### config.mk
export PLATFORM = sky130hd
export DESIGN_NAME = cfg_twowire_slave
export DESIGN_NICKNAME = d
export VERILOG_FILES = /design/src/rtl/cfg_twowire_pkg.sv /design/src/rtl/tw_sync_vec.sv /design/src/rtl/tw_cond_detect.sv /design/src/rtl/tw_link_fsm.sv /design/src/rtl/cfg_regfile.sv /design/src/rtl/cfg_twowire_slave.sv
export SDC_FILE = /design/constraint.sdc
export NUM_CORES = 1
export LEC_CHECK = 0
export ABC_AREA = 1
export BUFFER_PORTS_ARGS = -buffer_cell sky130_fd_sc_hd__clkbuf_2
export CORE_UTILIZATION = 55
export DETAILED_ROUTE_END_ITERATION = 8
export GPL_TIMING_DRIVEN = 0
export PLACE_DENSITY = 0.76
export SYNTH_ARGS = -nofsm -noshare
export SYNTH_HDL_FRONTEND = slang
export SYNTH_HIERARCHICAL = 1
export SYNTH_SLANG_ARGS = --single-unit
### constraint.sdc
create_clock -name clk -period 1.85 [get_ports clk]
set_clock_uncertainty 0.15 [all_clocks]
set_input_delay 0.2775 -clock clk [delete_from_list [all_inputs] [get_ports clk]]
set_output_delay 0.2775 -clock clk [all_outputs]
set_load 0.005 [all_outputs]
### src/rtl/cfg_twowire_pkg.sv
package cfg_twowire_pkg;

  typedef enum logic [3:0] {
    LK_IDLE,
    LK_ADDR,
    LK_ADDR_ACK,
    LK_REG,
    LK_REG_ACK,
    LK_WDAT,
    LK_WDAT_ACK,
    LK_RDAT,
    LK_RACK
  } link_state_t;

  localparam int unsigned BYTE_BITS = 8;
  localparam logic [3:0] DEV_PREFIX = 4'b0111;

  localparam logic [7:0] ADR_CTRL_A = 8'h08;
  localparam logic [7:0] ADR_CTRL_B = 8'h09;
  localparam logic [7:0] ADR_STAT   = 8'h0A;

  // control A fields
  localparam int unsigned CA_PWR    = 0;
  localparam int unsigned CA_EDGE   = 1;
  localparam int unsigned CA_DUAL   = 2;
  localparam int unsigned CA_CLKSE  = 3;
  localparam int unsigned CA_WIDTH  = 4;
  // control B fields
  localparam int unsigned CB_HS     = 0;
  localparam int unsigned CB_VS     = 1;
  localparam int unsigned CB_SRC    = 2;
  localparam int unsigned CB_MON_LO = 3;
  localparam int unsigned CB_WIDTH  = 6;

  localparam logic [CA_WIDTH-1:0] CA_RESET = 4'b1011;
  localparam logic [CB_WIDTH-1:0] CB_RESET = 6'b001011;

  localparam logic [2:0] MON_FORCE_HI = 3'b000;
  localparam logic [2:0] MON_IRQ      = 3'b001;
  localparam logic [2:0] MON_RSENSE   = 3'b010;
  localparam logic [2:0] MON_HPLUG    = 3'b011;

  function automatic logic [7:0] const_byte(input logic [2:0] a);
    logic [7:0] v;
    case (a)
      3'd0:    v = 8'h05;
      3'd1:    v = 8'h13;
      3'd2:    v = 8'h24;
      3'd3:    v = 8'h67;
      3'd6:    v = 8'h19;
      3'd7:    v = 8'h55;
      default: v = 8'h00;
    endcase
    return v;
  endfunction

endpackage

### src/rtl/tw_sync_vec.sv
module tw_sync_vec #(
  parameter int unsigned WIDTH  = 2,
  parameter int unsigned STAGES = 2,
  parameter logic [WIDTH-1:0] RST_VAL = '0
) (
  input  logic             clk,
  input  logic             rst_n,
  input  logic [WIDTH-1:0] d_i,
  output logic [WIDTH-1:0] q_o
);

  logic [WIDTH-1:0] pipe_q [STAGES];

  generate
    for (genvar s = 0; s < STAGES; s++) begin : g_stage
      if (s == 0) begin : g_first
        always_ff @(posedge clk or negedge rst_n) begin
          if (!rst_n) pipe_q[s] <= RST_VAL;
          else        pipe_q[s] <= d_i;
        end
      end else begin : g_next
        always_ff @(posedge clk or negedge rst_n) begin
          if (!rst_n) pipe_q[s] <= RST_VAL;
          else        pipe_q[s] <= pipe_q[s-1];
        end
      end
    end
  endgenerate

  assign q_o = pipe_q[STAGES-1];

endmodule

### src/rtl/tw_cond_detect.sv
module tw_cond_detect (
  input  logic clk,
  input  logic rst_n,
  input  logic scl_s,
  input  logic sda_s,
  output logic scl_rise,
  output logic scl_fall,
  output logic start_det,
  output logic stop_det
);

  logic scl_p_q, sda_p_q;

  always_ff @(posedge clk or negedge rst_n) begin
    if (!rst_n) begin
      scl_p_q <= 1'b1;
      sda_p_q <= 1'b1;
    end else begin
      scl_p_q <= scl_s;
      sda_p_q <= sda_s;
    end
  end

  assign scl_rise  = scl_s & ~scl_p_q;
  assign scl_fall  = ~scl_s & scl_p_q;
  assign start_det = scl_s & scl_p_q & sda_p_q & ~sda_s;
  assign stop_det  = scl_s & scl_p_q & ~sda_p_q & sda_s;

endmodule

### src/rtl/tw_link_fsm.sv
module tw_link_fsm
  import cfg_twowire_pkg::*;
(
  input  logic       clk,
  input  logic       rst_n,
  input  logic       scl_rise,
  input  logic       scl_fall,
  input  logic       start_det,
  input  logic       stop_det,
  input  logic       sda_s,
  input  logic [2:0] addr_sel_i,
  input  logic [7:0] rd_data,
  output logic       sda_oe,
  output logic       wr_en,
  output logic [7:0] wr_addr,
  output logic [7:0] wr_data,
  output logic [7:0] ptr,
  output logic       addr_lock,
  output logic [2:0] addr_pins
);

  localparam int unsigned CW = $clog2(BYTE_BITS + 1);
  localparam logic [CW-1:0] CNT_FULL = CW'(BYTE_BITS);

  link_state_t st_q, st_d;
  logic [CW-1:0] cnt_q, cnt_d;
  logic [7:0] shf_q, shf_d;
  logic [7:0] ptr_q, ptr_d;
  logic [2:0] pins_q, pins_d;
  logic rw_q, rw_d, oe_q, oe_d, lock_q, lock_d, wr_q, wr_d;
  logic match;

  assign match = (shf_q[7:1] == {DEV_PREFIX, (lock_q ? pins_q : addr_sel_i)});

  always_comb begin
    st_d   = st_q;
    cnt_d  = cnt_q;
    shf_d  = shf_q;
    ptr_d  = ptr_q;
    pins_d = pins_q;
    rw_d   = rw_q;
    oe_d   = oe_q;
    lock_d = lock_q;
    wr_d   = 1'b0;
    if (stop_det) begin
      st_d = LK_IDLE;
      oe_d = 1'b0;
    end else if (start_det) begin
      st_d  = LK_ADDR;
      cnt_d = '0;
      oe_d  = 1'b0;
    end else begin
      case (st_q)
        LK_ADDR, LK_REG, LK_WDAT: begin
          if (scl_rise) begin
            shf_d = {shf_q[6:0], sda_s};
            cnt_d = cnt_q + 1'b1;
          end else if (scl_fall && cnt_q == CNT_FULL) begin
            cnt_d = '0;
            if (st_q == LK_ADDR) begin
              if (!lock_q) begin
                lock_d = 1'b1;
                pins_d = addr_sel_i;
              end
              if (match) begin
                oe_d = 1'b1;
                rw_d = shf_q[0];
                st_d = LK_ADDR_ACK;
              end else begin
                st_d = LK_IDLE;
              end
            end else if (st_q == LK_REG) begin
              ptr_d = shf_q;
              oe_d  = 1'b1;
              st_d  = LK_REG_ACK;
            end else begin
              wr_d = 1'b1;
              oe_d = 1'b1;
              st_d = LK_WDAT_ACK;
            end
          end
        end
        LK_ADDR_ACK: begin
          if (scl_fall) begin
            if (rw_q) begin
              shf_d = rd_data;
              oe_d  = ~rd_data[7];
              cnt_d = '0;
              st_d  = LK_RDAT;
            end else begin
              oe_d = 1'b0;
              st_d = LK_REG;
            end
          end
        end
        LK_REG_ACK: begin
          if (scl_fall) begin
            oe_d = 1'b0;
            st_d = LK_WDAT;
          end
        end
        LK_WDAT_ACK: begin
          if (scl_fall) begin
            oe_d = 1'b0;
            st_d = LK_IDLE;
          end
        end
        LK_RDAT: begin
          if (scl_rise) begin
            cnt_d = cnt_q + 1'b1;
          end else if (scl_fall) begin
            if (cnt_q == CNT_FULL) begin
              oe_d = 1'b0;
              st_d = LK_RACK;
            end else begin
              shf_d = {shf_q[6:0], 1'b0};
              oe_d  = ~shf_q[6];
            end
          end
        end
        LK_RACK: begin
          if (scl_rise) st_d = LK_IDLE;
        end
        default: st_d = LK_IDLE;
      endcase
    end
  end

  always_ff @(posedge clk or negedge rst_n) begin
    if (!rst_n) begin
      st_q   <= LK_IDLE;
      cnt_q  <= '0;
      shf_q  <= '0;
      ptr_q  <= '0;
      pins_q <= '0;
      rw_q   <= 1'b0;
      oe_q   <= 1'b0;
      lock_q <= 1'b0;
      wr_q   <= 1'b0;
    end else begin
      st_q   <= st_d;
      cnt_q  <= cnt_d;
      shf_q  <= shf_d;
      ptr_q  <= ptr_d;
      pins_q <= pins_d;
      rw_q   <= rw_d;
      oe_q   <= oe_d;
      lock_q <= lock_d;
      wr_q   <= wr_d;
    end
  end

  assign sda_oe    = oe_q;
  assign wr_en     = wr_q;
  assign wr_addr   = ptr_q;
  assign wr_data   = shf_q;
  assign ptr       = ptr_q;
  assign addr_lock = lock_q;
  assign addr_pins = pins_q;

endmodule

### src/rtl/cfg_regfile.sv
module cfg_regfile
  import cfg_twowire_pkg::*;
#(
  parameter int unsigned SYNC_STAGES = 2
) (
  input  logic       clk,
  input  logic       rst_n,
  input  logic       wr_en,
  input  logic [7:0] wr_addr,
  input  logic [7:0] wr_data,
  input  logic [7:0] rd_addr,
  input  logic       rs_s,
  input  logic       ls_s,
  input  logic       hp_s,
  output logic [7:0] rd_data,
  output logic [CA_WIDTH-1:0] ctla,
  output logic [CB_WIDTH-1:0] ctlb,
  output logic       irq_bit,
  output logic       mon_pin
);

  localparam int unsigned ARM_MAX = SYNC_STAGES + 1;
  localparam int unsigned AW      = $clog2(ARM_MAX + 1);
  localparam logic [AW-1:0] ARM_END = AW'(ARM_MAX);

  logic [CA_WIDTH-1:0] ctla_q, ctla_d;
  logic [CB_WIDTH-1:0] ctlb_q, ctlb_d;
  logic [AW-1:0] arm_q, arm_d;
  logic irq_q, irq_d, pin_q, pin_d, rs_p_q, hp_p_q;
  logic armed, rs_chg, hp_chg, mon_chg, clr_req;
  logic [2:0] mon_sel;

  assign armed   = (arm_q == ARM_END);
  assign rs_chg  = armed & (rs_s ^ rs_p_q);
  assign hp_chg  = armed & (hp_s ^ hp_p_q);
  assign mon_chg = ctlb_q[CB_SRC] ? hp_chg : rs_chg;
  assign clr_req = wr_en & (wr_addr == ADR_STAT) & wr_data[0];
  assign mon_sel = ctlb_q[CB_MON_LO +: 3];

  always_comb begin
    ctla_d = ctla_q;
    ctlb_d = ctlb_q;
    if (wr_en && wr_addr == ADR_CTRL_A) ctla_d = wr_data[CA_WIDTH-1:0];
    if (wr_en && wr_addr == ADR_CTRL_B) ctlb_d = wr_data[CB_WIDTH-1:0];
    arm_d = armed ? arm_q : arm_q + 1'b1;
    irq_d = irq_q;
    if (clr_req) irq_d = 1'b1;
    if (mon_chg) irq_d = 1'b0;
    case (mon_sel)
      MON_IRQ:    pin_d = irq_q;
      MON_RSENSE: pin_d = rs_s;
      MON_HPLUG:  pin_d = hp_s;
      default:    pin_d = 1'b1;
    endcase
  end

  always_comb begin
    rd_data = 8'h00;
    if (rd_addr[7:4] == 4'h0) begin
      if (rd_addr[3] == 1'b0) begin
        rd_data = const_byte(rd_addr[2:0]);
      end else if (rd_addr == ADR_CTRL_A) begin
        rd_data = {{(8-CA_WIDTH){1'b0}}, ctla_q};
      end else if (rd_addr == ADR_CTRL_B) begin
        rd_data = {{(8-CB_WIDTH){1'b0}}, ctlb_q};
      end else if (rd_addr == ADR_STAT) begin
        rd_data = {4'h0, hp_s, ls_s, rs_s, irq_q};
      end
    end
  end

  always_ff @(posedge clk or negedge rst_n) begin
    if (!rst_n) begin
      ctla_q <= CA_RESET;
      ctlb_q <= CB_RESET;
      arm_q  <= '0;
      irq_q  <= 1'b1;
      pin_q  <= 1'b1;
      rs_p_q <= 1'b0;
      hp_p_q <= 1'b0;
    end else begin
      ctla_q <= ctla_d;
      ctlb_q <= ctlb_d;
      arm_q  <= arm_d;
      irq_q  <= irq_d;
      pin_q  <= pin_d;
      rs_p_q <= rs_s;
      hp_p_q <= hp_s;
    end
  end

  assign ctla    = ctla_q;
  assign ctlb    = ctlb_q;
  assign irq_bit = irq_q;
  assign mon_pin = pin_q;

endmodule

### src/rtl/cfg_twowire_slave.sv
module cfg_twowire_slave
  import cfg_twowire_pkg::*;
#(
  parameter int unsigned SYNC_STAGES = 2
) (
  input  logic       clk,
  input  logic       rst_n,
  input  logic       scl_i,
  input  logic       sda_i,
  output logic       sda_oe_o,
  input  logic [2:0] addr_sel_i,
  input  logic       rcv_sense_i,
  input  logic       low_swing_i,
  input  logic       hotplug_i,
  output logic       pwr_on_o,
  output logic       edge_fall_o,
  output logic       dual_bus_o,
  output logic       clk_single_o,
  output logic       hs_en_o,
  output logic       vs_en_o,
  output logic       irq_src_o,
  output logic [2:0] mon_sel_o,
  output logic       mon_pin_o
);

  logic [1:0] rst_pipe_q;
  logic rst_sync_n;

  always_ff @(posedge clk or negedge rst_n) begin
    if (!rst_n) rst_pipe_q <= 2'b00;
    else        rst_pipe_q <= {rst_pipe_q[0], 1'b1};
  end
  assign rst_sync_n = rst_pipe_q[1];

  logic [1:0] bus_s;
  logic [2:0] stat_s;
  logic scl_rise, scl_fall, start_det, stop_det;
  logic wr_en, addr_lock, irq_bit;
  logic [7:0] wr_addr, wr_data, ptr, rd_data;
  logic [2:0] addr_pins;
  logic [CA_WIDTH-1:0] ctla;
  logic [CB_WIDTH-1:0] ctlb;

  tw_sync_vec #(.WIDTH(2), .STAGES(SYNC_STAGES), .RST_VAL(2'b11)) u_bus_sync (
    .clk(clk), .rst_n(rst_sync_n), .d_i({scl_i, sda_i}), .q_o(bus_s));

  tw_sync_vec #(.WIDTH(3), .STAGES(SYNC_STAGES), .RST_VAL(3'b000)) u_stat_sync (
    .clk(clk), .rst_n(rst_sync_n), .d_i({hotplug_i, low_swing_i, rcv_sense_i}), .q_o(stat_s));

  tw_cond_detect u_cond (
    .clk(clk), .rst_n(rst_sync_n), .scl_s(bus_s[1]), .sda_s(bus_s[0]),
    .scl_rise(scl_rise), .scl_fall(scl_fall), .start_det(start_det), .stop_det(stop_det));

  tw_link_fsm u_link (
    .clk(clk), .rst_n(rst_sync_n), .scl_rise(scl_rise), .scl_fall(scl_fall),
    .start_det(start_det), .stop_det(stop_det), .sda_s(bus_s[0]),
    .addr_sel_i(addr_sel_i), .rd_data(rd_data), .sda_oe(sda_oe_o),
    .wr_en(wr_en), .wr_addr(wr_addr), .wr_data(wr_data), .ptr(ptr),
    .addr_lock(addr_lock), .addr_pins(addr_pins));

  cfg_regfile #(.SYNC_STAGES(SYNC_STAGES)) u_regs (
    .clk(clk), .rst_n(rst_sync_n), .wr_en(wr_en), .wr_addr(wr_addr),
    .wr_data(wr_data), .rd_addr(ptr), .rs_s(stat_s[0]), .ls_s(stat_s[1]),
    .hp_s(stat_s[2]), .rd_data(rd_data), .ctla(ctla), .ctlb(ctlb),
    .irq_bit(irq_bit), .mon_pin(mon_pin_o));

  assign pwr_on_o     = ctla[CA_PWR];
  assign edge_fall_o  = ctla[CA_EDGE];
  assign dual_bus_o   = ctla[CA_DUAL];
  assign clk_single_o = ctla[CA_CLKSE];
  assign hs_en_o      = ctlb[CB_HS];
  assign vs_en_o      = ctlb[CB_VS];
  assign irq_src_o    = ctlb[CB_SRC];
  assign mon_sel_o    = ctlb[CB_MON_LO +: 3];

endmodule

==> impl_results.md, run 1 <==
* Status: complete, but fails checks
* Failing checks: setup timing
* Setup TNS at -103 ps
* Switching Share at 0.333
* Setup violators final at 8
* Crit start category: flip-flop
* Combinational power share at 0.173
* FILL cells at 475
* H-tree depth at 3
* FMAX at 533 MHz
* DRT iter0 DRCs at 272
* Slowest CP cell: dfstp_2
* Post-DP Area at 3690 µm²
* Vias post-DR at 3,093
* Num rows at 28
* PortBufs at 21
* RSZ-0062 raised after global routing: yes
* Initial antenna violation count at 0
* Min-delay worst type: input pin to async pin
* Fin util at 0.719
* Initial Util at 0.577
* Crit share post-route at 1.01
* Syn Std Cell Area at 3480 µm²
* Crit Path Class: flip-flop to flip-flop
* CTS Buf Count at 9
* Static leakage at approximately 2.1 nW
* Worst-case setup margin in the final layout at -25.2 ps
* Clock Latency Late Sink at 340 ps
* Core Area at 6030 µm²
* Total track usage at 0.261
* Register area share after synthesis at 0.444
* YS warnings at 6
* Power per cell area at just under 800 nW/µm²
* Sequential cell fraction of total power at 0.493
* Routed vias/inst at 5.40
* Peak fanout along the critical path at 5
* Seq cells post-synth at 61
* Slew HR at 0.510
* Worst setup EP type: flip-flop
* Pint at about 0.0022 W
* DR DRC count at 0
* Post-detail-place hpwl at between 5 and 6 mm
* Largest net degree at the start of global routing at 60
* Crit path time final at 1880 ps
* Routed wire length at between 8 and 9 mm
* EDFF count, synth at 0
* Grt total ovfl at 0
* Synthesized instance count at between 400 and 500
* Arrival time worst endpoint at 1950 ps
* Net Count, Synth at 444
* Post-route cell area at 4330 µm²
* Slowest stage delay, CP at 570 ps
* Final Max Tran Viols at 0
* Req. time, crit path at between 1500 and 2000 ps
* Pre-Repair DR Iteration Count at 5
* CTS Buffer Depth at 2
* CTS sink cnt at 61
* Synth Area per Inst at a little over 8 µm²
* Proportion of layout cells with a drive suffix above 1 at 0.390
* First-pass GRT wire length at about 13 mm
* Area growth syn-to-layout at 24.5%
* Power share of the clock group at 0.334
* Critical path buffers and inverters at 3
* Gpl congestion at 0.921
* TritonCTS clock tree: built
* Top FF cell, synth: dfrtp_1
* CTS Root Cell: clkbuf_8
* Final hold vios at 0
* Per-cell routed wire length at ~14 µm
* Async S/R FF share, synth at 1.00
* Switch Pwr at about 0.0011 W
* Synth unique cells at between 40 and 50
* Vias in the first global route at 2,933
* Diode count at 0
* Final #Nets at 506
* Antenna-violating nets left at 0
* Maxcap violations at 0
* Die X at 81.5 µm
* DIE AREA at 6650 µm²
* Ports at 22
* VDD IR-drop max at 0.610 mV
* Setup Slack @ Placement at -225 ps
* Worst path cell trace: inv_2 > nand2_2 > nor2_4 > inv_2 > nand2_4 > nor2_4 > nand4_1 > buf_4 > mux2_2
* Clk slew on worst S/H paths at 80 ps
* Least-Margin Pin Slew at about 730 ps
* Family with the most delay on the worst path: flip-flops
* Die H at 81.5 µm
kinds of logic after synthesis:
logic type | count (synthesis) | share of synthesized area
other | 2 | 0.00216
AO/OA/AOI/OAI | 60 | 0.104
buffers and inverters | 66 | 0.0974
multiplexers | 3 | 0.00971
XOR/XNOR | 5 | 0.0126
adder cells (fa/ha/maj) | 3 | 0.0108
flip-flops | 61 | 0.444
AND/OR/NAND/NOR | 231 | 0.320
through the flow:
step	instances	hold slack, ps	power, W
finish	573	85.8	0.00333
global route	573	102	0.00351
CTS	560	78.7	0.00329
detailed placement	527	-86.1	0.00213
global placement	527	-86.9	0.00211
floorplan	431	-168	0.00199
state kept, by name, indices dropped and copies added (netlist names), 2 cells and up:
signal,count
u_link/ptr,8
u_link/wr_data,8
u_regs/ctlb,6
u_link/cnt_q,4
u_link/st_q,4
u_regs/ctla,4
u_link/addr_pins,3
u_stat_sync/pipe_q,3
u_stat_sync/q_o,3
rst_pipe_q,2
u_bus_sync/pipe_q,2
u_bus_sync/q_o,2
u_regs/arm_q,2
timing repair:
action                     in CTS  in global routing
setup buffers                  12                 12
gates cloned                    1                  1
pin swaps                      10                 18
gates resized for setup        25                 45
setup endpoints to repair      24                 31
hold buffers                    6                  0
hold endpoints to repair        7                  0
cell usage in the layout, fill, tap and decap left out, types with 14 or more instances in the layout:
cell type    n
nand2_1    112
clkbuf_2    22
nand2_2     21
buf_4       35
nand3_1     27
o21ai_1     19
inv_1       33
nor2_4      17
dfrtp_1     43
nor2_1      19
dfstp_2     14
area by class of cell:
cell class              instances  area [µm²]  area share
multi-input cells             304        1780       0.410
flip-flops and latches         61        1550       0.358
clock inverters                 7        62.6      0.0144
clock buffers                   9         124      0.0286
inverters                      46         178      0.0410
repair buffers                 53         389      0.0899
plain buffers                  18         156      0.0361
well taps                      75        93.8      0.0217
cells in the mapped netlist, drive strengths merged, types with 2 or more instances:
cell     n  area (µm²)
o21ai   43         249
conb     2        7.51
dfrtp   47        1180
mux2     3        33.8
dfstp   14         368
nor3     4        20.0
nand4    4        25.0
xnor2    2        17.5
xor2     3        26.3
buf     19         160
nor2    44         246
inv     46         175
nand2  141         594
or2      3        18.8
ha       3        37.5
a21oi    9        45.0
nand3   33         175
power by group through the flow:
stage	sequential, W	clock [W]	combinational (W)
after floorplan	0.00160	0	0.000388
after global placement	0.00166	0	0.000451
after detailed placement	0.00166	0	0.000469
after CTS	0.00164	0.00114	0.000509
after global routing	0.00166	0.00120	0.000649
final	0.00164	0.00111	0.000576
path summary, 6_finish.rpt:
kind | from | end | slack [ps] | depth (start not counted)
setup / recovery | u_bus_sync/q_o[0] | u_link/addr_pins[1] | -30 | 9
hold / removal | rst_n | rst_pipe_q[1] | 90 | 2
setup reg to reg | u_bus_sync/q_o[0] | u_link/addr_pins[1] | -30 | 9
hold reg to reg | u_stat_sync/pipe_q[5] | u_stat_sync/q_o[2] | 210 | 0
max in group asynchronous | rst_pipe_q[1] | u_link/ptr[2] | 770 | 0
min in group clk | addr_sel_i[1] | u_link/addr_pins[1] | 160 | 4
per-layer routing:
| metal | up-vias | track usage | share of wire |
|---|---|---|---|
| li1 | 1496 | - | - |
| met1 | 1485 | 0.314 | 0.42 |
| met2 | 97 | 0.446 | 0.51 |
| met3 | 15 | 0.0644 | 0.048 |
| met4 | 0 | 0.104 | 0.022 |
| met5 | - | 0 | 0 |
Note: power is estimated with default switching activity, not from simulation.
==> inputs of run 2 (changes only) <==
--- a/config.mk
+++ b/config.mk
@@ -11,6 +11,7 @@
 export DETAILED_ROUTE_END_ITERATION = 8
 export GPL_TIMING_DRIVEN = 0
 export PLACE_DENSITY = 0.76
+export RECOVER_POWER = 100
 export SYNTH_ARGS = -nofsm -noshare
 export SYNTH_HDL_FRONTEND = slang
 export SYNTH_HIERARCHICAL = 1
==> impl_results.md, run 2 (synthesized netlist as in run 1, its figures left out) <==
* RSZ-0062 raised after global routing: yes
* VDD IR-drop max at 0.610 mV (about the same)
* Setup violators final at 8 (unchanged)
* Power per cell area at 770 nW/µm² (+0.19%)
* First-pass GRT wire length at 13.0 mm (unchanged)
* Die X at 81.5 µm (unchanged)
* Gpl congestion at 0.921 (unchanged)
* CTS Buffer Depth at 2 (unchanged)
* Placed cells at 527 (unchanged)
* Worst Reg-to-Reg Cells at 9 (unchanged)
* Core Area at 6030 µm² (unchanged)
* Fin util at 0.717 (-0.00145)
* Maxcap violations at 0 (unchanged)
* Critical path buffers and inverters at 3 (unchanged)
* H-tree depth at 3 (unchanged)
* Crit share post-route at 1.01 (about the same)
* Final hold vios at 0 (unchanged)
* Vias post-DR at 3,096 (+0.097%)
* Vias in the first global route at 2,933 (unchanged)
* Initial Util at 0.577 (unchanged)
* Worst-case setup margin in the final layout at -23.5 ps (+1.65 ps)
* DIE AREA at 6650 µm² (unchanged)
* Clock Latency Late Sink at 340 ps (about the same)
* Finished Layout Cells at 573 (unchanged)
* Slowest CP cell: dfstp_2
* Clk slew on worst S/H paths at 80 ps (about the same)
* Failing checks: setup timing
* Met3 wire length at 382 µm (-1.3%)
* Arrival time worst endpoint at 1950 ps (about the same)
* Routed wire length at 8.05 mm (+0.12%)
* Worst path cell trace: inv_2 > nand2_2 > nor2_4 > inv_2 > nand2_4 > nor2_4 > nand4_1 > buf_4 > mux2_2
* Slowest stage delay, CP at 570 ps (about the same)
* FILL cells at 480 (+1.1%)
* Family with the most delay on the worst path: flip-flops
* Crit Reg-Reg Endpoint: u_link/addr_pins[1]
* Proportion of layout cells with a drive suffix above 1 at 0.384 (-0.00602)
* DRT iter0 DRCs at 273 (+0.37%)
* CTS Root Cell: clkbuf_8
* Least-Margin Pin Slew at 734 ps (-0.0888 ps)
* Most common cell after layout, fill and taps aside: nand2_1
* Largest net degree at the start of global routing at 60 (unchanged)
* FMAX at 534 MHz (about the same)
* CTS Buf Count at 9 (unchanged)
* Crit start category: flip-flop
* Most frequent cells in the layout: nand2_1 (112), dfrtp_1 (43), buf_4 (33), inv_1 (33), nand3_1 (27)
* R2r setup slk at -20 ps (about the same)
* Post-detail-place hpwl at 5.27 mm (unchanged)
* Slew HR at 0.510 (about the same)
* PortBufs at 21 (unchanged)
* Final Max Tran Viols at 0 (unchanged)
* DR DRC count at 0 (unchanged)
* Die H at 81.5 µm (unchanged)
* Setup TNS at -109 ps (-6.80 ps)
* Diode count at 0 (unchanged)
* Initial antenna violation count at 0 (unchanged)
* Per-cell routed wire length at 14.0 µm (+0.12%)
* Static leakage at 2.09 nW (-0.49%)
* DR WL met2 at 4.11 mm (+0.15%)
* Power Total at 0.00333 W (about the same)
* Min-delay worst type: input pin to async pin
* Final #Nets at 506 (unchanged)
* Crit Path Class: flip-flop to flip-flop
* TritonCTS clock tree: built
* Crit path time final at 1870 ps (-1.65 ps)
* Met1 wire length at 3.38 mm (+0.30%)
* Num rows at 28 (unchanged)
* CTS sink cnt at 61 (unchanged)
* Total track usage at 0.261 (unchanged)
* Area growth syn-to-layout at 24.2%
* Top Layer Used: met4
* Grt total ovfl at 0 (unchanged)
* Status: complete, but fails checks
* Peak fanout along the critical path at 5 (unchanged)
* Req. time, crit path at 1930 ps (about the same)
* Pre-Repair DR Iteration Count at 4 (-1)
* Worst setup EP type: flip-flop
* Routed vias/inst at 5.40 (about the same)
* Ports at 22 (unchanged)
* Antenna-violating nets left at 0 (unchanged)
* Reg2Reg Launch Point: u_bus_sync/q_o[0]
[run 2: changes by cell type in the layout (fill, tap and decap cells not counted), sizes merged]
cell    before  now
buf         42   40
clkbuf      32   34
[run 2: through the flow]
step | cell area [µm²] | hold WS (ps) | worst slack, ps
2_1_floorplan | 3500 | -168 | -11.8
5_1_grt | 4320 | 104 | -89.5
4_1_cts | 4100 | 78.7 | -3.37
3_5_place_dp | 3690 | -86.1 | -225
3_3_place_gp | 3690 | -86.9 | -197
6_report | 4320 | 80.6 | -23.5
[run 2: power breakdown]
| group | internal [W] | total, W | switching, W |
|---|---|---|---|
| Clock | 0.000513 | 0.00111 | 0.000600 |
| Sequential | 0.00146 | 0.00164 | 0.000180 |
| Combinational | 0.000245 | 0.000575 | 0.000330 |
[run 2: metal layers]
| layer | vias up | GRT usage |
|---|---|---|
| met3 | 15 | 0.0644 |
| li1 | 1495 | - |
| met1 | 1491 | 0.314 |
| met5 | - | 0 |
| met2 | 95 | 0.446 |
| met4 | 0 | 0.104 |
[run 2: worst max-delay path by stage]
stage	startpoint	endpoint	slack (ps)	cells after the start
2_1_floorplan	u_bus_sync/q_o[0]	u_link/addr_pins[0]	-10	10
3_3_place_gp	u_bus_sync/q_o[0]	u_link/ptr[7]	-200	12
3_5_place_dp	u_bus_sync/q_o[0]	u_link/ptr[7]	-230	12
4_1_cts	u_bus_sync/q_o[0]	u_link/ptr[7]	-3	11
5_1_grt	u_bus_sync/q_o[0]	u_link/ptr[1]	-90	10
6_report	u_bus_sync/q_o[0]	u_link/addr_pins[1]	-20	9
[run 2: layout make-up]
type | instances | area [µm²] | share of cell area
multi-input combinational | 304 | 1780 | 0.411
sequential | 61 | 1550 | 0.359
timing repair buffer | 53 | 388 | 0.0898
inverter | 46 | 178 | 0.0411
buffer | 18 | 149 | 0.0345
clock buffer | 9 | 124 | 0.0287
tap | 75 | 93.8 | 0.0217
clock inverter | 7 | 62.6 | 0.0145
[run 2: repair_timing]
action / 4_1_cts / 5_1_grt
hold buffers: 6 / 0
buffers inserted: 12 / 12
endpoints found under the setup margin: 24 / 31
hold endpoints to repair: 7 / 0
gates resized for setup: 25 / 45
cloned: 1 / 1
pin swaps: 10 / 18
